`config.mk`:
```
export PLATFORM = sky130hd
export DESIGN_NAME = rx_silo_top
export DESIGN_NICKNAME = d
export VERILOG_FILES = /design/src/rtl/rx_silo_pkg.sv /design/src/rtl/rx_line_hold.sv /design/src/rtl/rx_rr_arb.sv /design/src/rtl/rx_silo_fifo.sv /design/src/rtl/rx_silo_top.sv
export SDC_FILE = /design/constraint.sdc
export NUM_CORES = 1
export LEC_CHECK = 0
export ABC_AREA = 1
export BUFFER_PORTS_ARGS = -buffer_cell sky130_fd_sc_hd__buf_2
export CAP_MARGIN = 30
export CELL_PAD_IN_SITES_DETAIL_PLACEMENT = 2
export CELL_PAD_IN_SITES_GLOBAL_PLACEMENT = 2
export CORE_ASPECT_RATIO = 1.1
export CORE_MARGIN = 3
export CORE_UTILIZATION = 37
export CTS_BUF_LIST = sky130_fd_sc_hd__clkbuf_8 sky130_fd_sc_hd__clkbuf_16
export CTS_CLUSTER_DIAMETER = 200
export DETAILED_ROUTE_END_ITERATION = 10
export PLACE_DENSITY_LB_ADDON = 0.25
export SLEW_MARGIN = 10
export SYNTH_ARGS = -nofsm -noshare
export SYNTH_HDL_FRONTEND = slang
export SYNTH_HIERARCHICAL = 1
export SYNTH_SLANG_ARGS = --single-unit
```
`constraint.sdc`:
```
create_clock -name clk -period 6.4 [get_ports clk]
set_clock_uncertainty 0.2 [all_clocks]
set_input_delay 0.96 -clock clk [delete_from_list [all_inputs] [get_ports clk]]
set_output_delay 0.96 -clock clk [all_outputs]
set_load 0.05 [all_outputs]
```
`src/rtl/rx_silo_pkg.sv`:
```
package rx_silo_pkg;

    localparam int unsigned THR_W = 6;

    typedef struct packed {
        logic orun;
        logic ferr;
        logic perr;
    } rx_flags_t;

    // Sum of the selected fill levels; no selection means level 1.
    function automatic logic [THR_W-1:0] thr_level(input logic [3:0] sel);
        logic [THR_W-1:0] acc;
        acc = '0;
        if (sel[0]) acc = acc + THR_W'(1);
        if (sel[1]) acc = acc + THR_W'(5);
        if (sel[2]) acc = acc + THR_W'(9);
        if (sel[3]) acc = acc + THR_W'(17);
        if (acc == '0) acc = THR_W'(1);
        return acc;
    endfunction

endpackage

```
`src/rtl/rx_line_hold.sv`:
```
module rx_line_hold
    import rx_silo_pkg::*;
#(
    parameter int unsigned CHAR_W = 8
) (
    input  logic              clk,
    input  logic              rst_n,
    input  logic              clr,
    input  logic              en,
    input  logic              stb,
    input  logic [CHAR_W-1:0] chr,
    input  logic              ferr,
    input  logic              perr,
    input  logic              grant,
    output logic              valid,
    output logic [CHAR_W-1:0] chr_o,
    output rx_flags_t         flags_o
);

    typedef struct packed {
        logic              valid;
        logic [CHAR_W-1:0] chr;
        rx_flags_t         fl;
    } hold_t;

    hold_t st_d, st_q;

    always_comb begin
        st_d = st_q;
        if (grant) begin
            st_d.valid = 1'b0;
        end
        if (stb && en) begin
            st_d.valid   = 1'b1;
            st_d.chr     = chr;
            st_d.fl.ferr = ferr;
            st_d.fl.perr = perr;
            // previous character still waiting and not leaving now: lost
            st_d.fl.orun = st_q.valid && !grant;
        end
        if (clr) begin
            st_d = '0;
        end
    end

    always_ff @(posedge clk or negedge rst_n) begin
        if (!rst_n) st_q <= '0;
        else        st_q <= st_d;
    end

    assign valid   = st_q.valid;
    assign chr_o   = st_q.chr;
    assign flags_o = st_q.fl;

endmodule

```
`src/rtl/rx_rr_arb.sv`:
```
module rx_rr_arb #(
    parameter int unsigned N = 16,
    localparam int unsigned IDX_W = (N > 1) ? $clog2(N) : 1
) (
    input  logic             clk,
    input  logic             rst_n,
    input  logic             clr,
    input  logic [N-1:0]     req,
    output logic [N-1:0]     grant,
    output logic [IDX_W-1:0] gidx,
    output logic             any
);

    typedef struct packed {
        logic [IDX_W-1:0] ptr;
    } arb_t;

    arb_t st_d, st_q;

    always_comb begin
        grant = '0;
        gidx  = '0;
        any   = 1'b0;
        for (int unsigned i = 0; i < N; i++) begin
            int unsigned cand;
            cand = (int'(st_q.ptr) + i) % N;
            if (!any && req[cand]) begin
                any         = 1'b1;
                gidx        = IDX_W'(cand);
                grant[cand] = 1'b1;
            end
        end

        st_d = st_q;
        if (any) begin
            st_d.ptr = (int'(gidx) == N - 1) ? '0 : gidx + IDX_W'(1);
        end
        if (clr) begin
            st_d = '0;
        end
    end

    always_ff @(posedge clk or negedge rst_n) begin
        if (!rst_n) st_q <= '0;
        else        st_q <= st_d;
    end

endmodule

```
`src/rtl/rx_silo_fifo.sv`:
```
module rx_silo_fifo #(
    parameter int unsigned DEPTH = 64,
    parameter int unsigned ENT_W = 15,
    localparam int unsigned PTR_W = (DEPTH > 1) ? $clog2(DEPTH) : 1,
    localparam int unsigned CNT_W = $clog2(DEPTH + 1)
) (
    input  logic             clk,
    input  logic             rst_n,
    input  logic             clr,
    input  logic             push,
    input  logic [ENT_W-1:0] din,
    input  logic             pop,
    output logic [ENT_W-1:0] dout,
    output logic [CNT_W-1:0] fill,
    output logic             dropped
);

    typedef struct packed {
        logic [PTR_W-1:0] wr;
        logic [PTR_W-1:0] rd;
        logic [CNT_W-1:0] cnt;
    } fifo_t;

    fifo_t st_d, st_q;
    logic [ENT_W-1:0] mem_q [DEPTH];
    logic             pop_eff;
    logic             push_acc;

    always_comb begin
        pop_eff  = pop && (st_q.cnt != '0) && !clr;
        push_acc = push && !clr && ((st_q.cnt != CNT_W'(DEPTH)) || pop_eff);
        dropped  = push && !clr && !push_acc;

        st_d = st_q;
        if (push_acc) begin
            st_d.wr = (int'(st_q.wr) == DEPTH - 1) ? '0 : st_q.wr + PTR_W'(1);
        end
        if (pop_eff) begin
            st_d.rd = (int'(st_q.rd) == DEPTH - 1) ? '0 : st_q.rd + PTR_W'(1);
        end
        case ({push_acc, pop_eff})
            2'b10:   st_d.cnt = st_q.cnt + CNT_W'(1);
            2'b01:   st_d.cnt = st_q.cnt - CNT_W'(1);
            default: st_d.cnt = st_q.cnt;
        endcase
        if (clr) begin
            st_d = '0;
        end
    end

    always_ff @(posedge clk or negedge rst_n) begin
        if (!rst_n) st_q <= '0;
        else        st_q <= st_d;
    end

    always_ff @(posedge clk) begin
        if (push_acc) mem_q[st_q.wr] <= din;
    end

    assign dout = mem_q[st_q.rd];
    assign fill = st_q.cnt;

endmodule

```
`src/rtl/rx_silo_top.sv`:
```
module rx_silo_top
    import rx_silo_pkg::*;
#(
    parameter int unsigned NUM_LINES = 16,
    parameter int unsigned DEPTH     = 64,
    parameter int unsigned CHAR_W    = 8,
    localparam int unsigned LINE_W = (NUM_LINES > 1) ? $clog2(NUM_LINES) : 1,
    localparam int unsigned ENT_W  = 3 + LINE_W + CHAR_W,
    localparam int unsigned WORD_W = ENT_W + 1,
    localparam int unsigned CNT_W  = $clog2(DEPTH + 1)
) (
    input  logic                        clk,
    input  logic                        rst_n,
    input  logic [NUM_LINES-1:0]        line_stb,
    input  logic [NUM_LINES*CHAR_W-1:0] line_chr,
    input  logic [NUM_LINES-1:0]        line_ferr,
    input  logic [NUM_LINES-1:0]        line_perr,
    input  logic                        rd_stb,
    input  logic                        rx_en,
    input  logic                        rx_ie,
    input  logic                        mclr,
    input  logic [3:0]                  thr_sel,
    output logic [WORD_W-1:0]           rd_word,
    output logic                        done,
    output logic                        fifo_ovf,
    output logic                        irq
);

    typedef struct packed {
        logic ovf;
    } ctl_t;

    logic [NUM_LINES-1:0] hold_v;
    logic [CHAR_W-1:0]    hold_chr [NUM_LINES];
    rx_flags_t            hold_fl  [NUM_LINES];
    logic [NUM_LINES-1:0] arb_grant;
    logic [LINE_W-1:0]    arb_idx;
    logic                 push_req;
    logic [ENT_W-1:0]     push_ent;
    logic [ENT_W-1:0]     head_ent;
    logic [CNT_W-1:0]     fill;
    logic                 drop_pulse;
    logic [CNT_W-1:0]     thr_cnt;
    ctl_t                 ctl_d, ctl_q;

    for (genvar g = 0; g < NUM_LINES; g++) begin : g_line
        rx_line_hold #(.CHAR_W(CHAR_W)) u_hold (
            .clk     (clk),
            .rst_n   (rst_n),
            .clr     (mclr),
            .en      (rx_en),
            .stb     (line_stb[g]),
            .chr     (line_chr[g*CHAR_W +: CHAR_W]),
            .ferr    (line_ferr[g]),
            .perr    (line_perr[g]),
            .grant   (arb_grant[g]),
            .valid   (hold_v[g]),
            .chr_o   (hold_chr[g]),
            .flags_o (hold_fl[g])
        );
    end

    rx_rr_arb #(.N(NUM_LINES)) u_arb (
        .clk   (clk),
        .rst_n (rst_n),
        .clr   (mclr),
        .req   (hold_v),
        .grant (arb_grant),
        .gidx  (arb_idx),
        .any   (push_req)
    );

    always_comb begin
        push_ent = {hold_fl[arb_idx], arb_idx, hold_chr[arb_idx]};
    end

    rx_silo_fifo #(.DEPTH(DEPTH), .ENT_W(ENT_W)) u_fifo (
        .clk     (clk),
        .rst_n   (rst_n),
        .clr     (mclr),
        .push    (push_req),
        .din     (push_ent),
        .pop     (rd_stb),
        .dout    (head_ent),
        .fill    (fill),
        .dropped (drop_pulse)
    );

    always_comb begin
        ctl_d = ctl_q;
        if (drop_pulse) ctl_d.ovf = 1'b1;
        if (mclr)       ctl_d.ovf = 1'b0;
    end

    always_ff @(posedge clk or negedge rst_n) begin
        if (!rst_n) ctl_q <= '0;
        else        ctl_q <= ctl_d;
    end

    assign thr_cnt  = CNT_W'(thr_level(thr_sel));
    assign done     = (fill >= thr_cnt);
    assign irq      = done && rx_ie;
    assign fifo_ovf = ctl_q.ovf;
    assign rd_word  = (fill != '0) ? {1'b1, head_ent} : '0;

endmodule

```
==> metrics.txt <==
adder-cell share of the synthesized area=0.7219%; count of endpoints failing setup in the final report=0; CTS tree=built; CTS max path bufs=3; Post-DRT Antenna Nets=0; fmax=165.8 MHz; first-pass GRT wire length=323900 um; Final Cycle Share=94.24%; Worst EP required=6.58 ns; routed via count=44070; RSZ-0062 raised after global routing=false; Multi-input gate area=17460 um^2; Worst Setup Path Type=reg2reg; FF+latch area=34250 um^2; slew margin rel.=31.58%; hold_ws=-0.005752 ns; arrival time at the worst endpoint=6.21 ns; Worst-path clk slew=0.06 ns; commonest non-fill, non-tap cells in the layout=1055 x nor2_1, 960 x edfxtp_1, 933 x nand2_1; Worst path slowest cell=ha_1; Max-Cap Viols=0; Vias/cell=5.661; Core Area=146400 um^2; Primary FF master, synth=edfxtp_1; vias in the first global route=48300; final setup TNS=0 ns; post-CTS setup buffers=0; # clock sinks=1176; flop2flop setup slack=0.37 ns; DRC=0; Mapped Cells=5569; flops & latches, synth=1176; Layout area overhead=13.31%; Post-synth EDFFs=960; Compound-Gate Fraction of Synth Area=9.435%; outcome=complete, but fails checks; GR Layer Usage met1=34.27%; GP Congestion=0.9287; most used cell, CP=nand3_1; io pins=205; sequential share of the synthesized area=62.50%; Detailed Place HPWL=143500 um; All-Layer GR Usage=28.24%; worst min-delay path class=in2async; initial DRC count=3561; final wirelength=219600 um; largest net degree at the start of global routing=133; async set or reset register ratio after synthesis=18.37%; Post-Synth XOR/XNOR Area=0.2010%; Synth Area per Inst=9.835 um^2; Slew Limit Fails=0; row count=147; root buf cell=clkbuf_16; Synth Warn #=6; largest family of logic cells by synthesized area=simple AND/OR/NAND/NOR gates; Setup crit start kind=register; met2 GRT Util=49.31%; area share of the largest cell type after synthesis=52.64%; top cells by area, synth=edfxtp_1 53%, dfrtp_1 9.9%, nor2_1 7.2%; CP max FO=71; Die ar.=152700 um^2; r2r endpoint=u_fifo/mem_q[39][13]; max incr delay on CP=0.63 ns; Buf/Inv on CP=5; Pre-antenna DRT Iters=5; Post-Syn Nets=5786; Port Buf Inserts=204; dpl cells=7542; Die Wd=372.8 um; worst skew pair latency=0.77 ns; FF-to-FF Start=u_arb/st_q[1]; filler instances=15730; fin nets=5958; post-synth top area cell=edfxtp_1; commonest non-fill, non-tap cell in the layout=nor2_1; Fin. Hold Viols=2; TritonCTS buffer count=131; CP Capture Type=register; chip height=409.5 um; synthesized area=54770 um^2; Critical Path Source=u_arb/st_q[1]; initial antenna violation count=3; Non-Filler Instances=7785; global-route track usage on met3=3.520%; layout cells sized above 1=11.92%; R2R cell count=25; violated checks=negative hold slack; Min Clock Period, post-route=6.031 ns; htree depth=4; leftover overflow at the end of global routing=0; Initial Utilization=37.41%; busiest metal layer after global routing=met2; Top Family by Delay on Critical Path=simple AND/OR/NAND/NOR gates; Slew @ Worst Pin=1.026 ns; Netlist cell types=48; Routed WL per cell=28.21 um; simple-gate share of the synthesized area=21.41%; mux cell area share after synthesis=0%
[cell usage after synthesis, drive strengths merged, types with 2 or more instances]
master   instances
o22ai           15
o21ai          571
and3             2
inv            302
a21oi          106
nand2          971
edfxtp         960
nand4           21
nand3          670
ha              30
clkbuf         137
a22oi            9
xor2             9
o21a             3
nor2          1078
nor3            41
or2              3
o2111ai         24
buf            210
clkinv           5
o211ai         179
dfrtp          216
[routing by layer]
metal,part of all wire [%],routed length (um)
met3,4.2,9185
met1,40,87690
met4,5.6,12380
met5,0.0032,7
met2,50,110300
[cell families after synthesis]
family,Yosys count
AO/OA/AOI/OAI,910
buffers and inverters,654
AND/OR/NAND/NOR,2788
XOR/XNOR,10
flip-flops,1176
adder cells (fa/ha/maj),31
[registers in the layout, indices dropped and copies added, names as in the netlist]
name,count
fifo_ovf,1
g_line.u_hold/chr_o,128
g_line.u_hold/flags_o,48
g_line.u_hold/valid,16
u_arb/st_q,4
u_fifo/fill,7
u_fifo/mem_q,960
u_fifo/st_q,12
[worst reg2reg max path: stages (launching register included)]
cell and delay [ns]:
dfrtp_1 0.39, buf_4 0.27, ha_1 0.63, nand2_4 0.14, nand2_4 0.19, inv_2 0.12
nand3_1 0.11, nand3_1 0.08, nand2_1 0.12, nand4_1 0.14, nor2_2 0.23, nand4_2 0.16
nor2_4 0.17, nand4_1 0.12, nor2_2 0.21, nand2_1 0.12, nor2_2 0.26, nand2_1 0.12
nand4_1 0.18, buf_12 0.32, inv_2 0.31, o211ai_1 0.18, nand3_1 0.11, nand3_1 0.22
nand2_2 0.14, buf_4 0.34
[cell type report]
| class | instances | share of cell area, % |
|---|---|---|
| flip-flops and latches | 1176 | 55.18 |
| multi-input cells | 3739 | 28.13 |
| clock buffers | 143 | 5.639 |
| repair buffers | 386 | 4.304 |
| well taps | 1937 | 3.905 |
| inverters | 307 | 1.891 |
| clock inverters | 96 | 0.9435 |
| diodes | 1 | 0.004032 |
[through the flow]
stage	hold slack (ns)	area, um^2	utilization [%]	worst slack, ns
after floorplan	0.2730	54770	-	0.1402
after global placement	0.2948	57870	39.53	0.6258
after detailed placement	0.3004	57880	39.54	0.3792
after CTS	0.01055	61970	42.33	0.2897
after global routing	0.02454	62060	42.39	0.05031
final	-0.005752	62060	42.39	0.3689
[repair_timing]
action | in CTS | in global routing
hold buffers | 0 | 0
resized for setup | 0 | 10
setup endpoints to repair | 0 | 497
[worst max path at each step]
stage               slack, ns  cells after the start                   end
finish                   0.37                     25  u_fifo/mem_q[39][13]
global route             0.05                     25  u_fifo/mem_q[39][13]
CTS                      0.29                     24  u_fifo/mem_q[31][12]
detailed placement       0.38                     24   u_fifo/mem_q[30][0]
global placement         0.63                     25   u_fifo/mem_q[30][0]
floorplan                0.14                     29    u_fifo/mem_q[0][5]
Power is left out: the tool's default activity adds up to more than one toggle a clock period on the data nets, which glitch-free logic cannot reach.
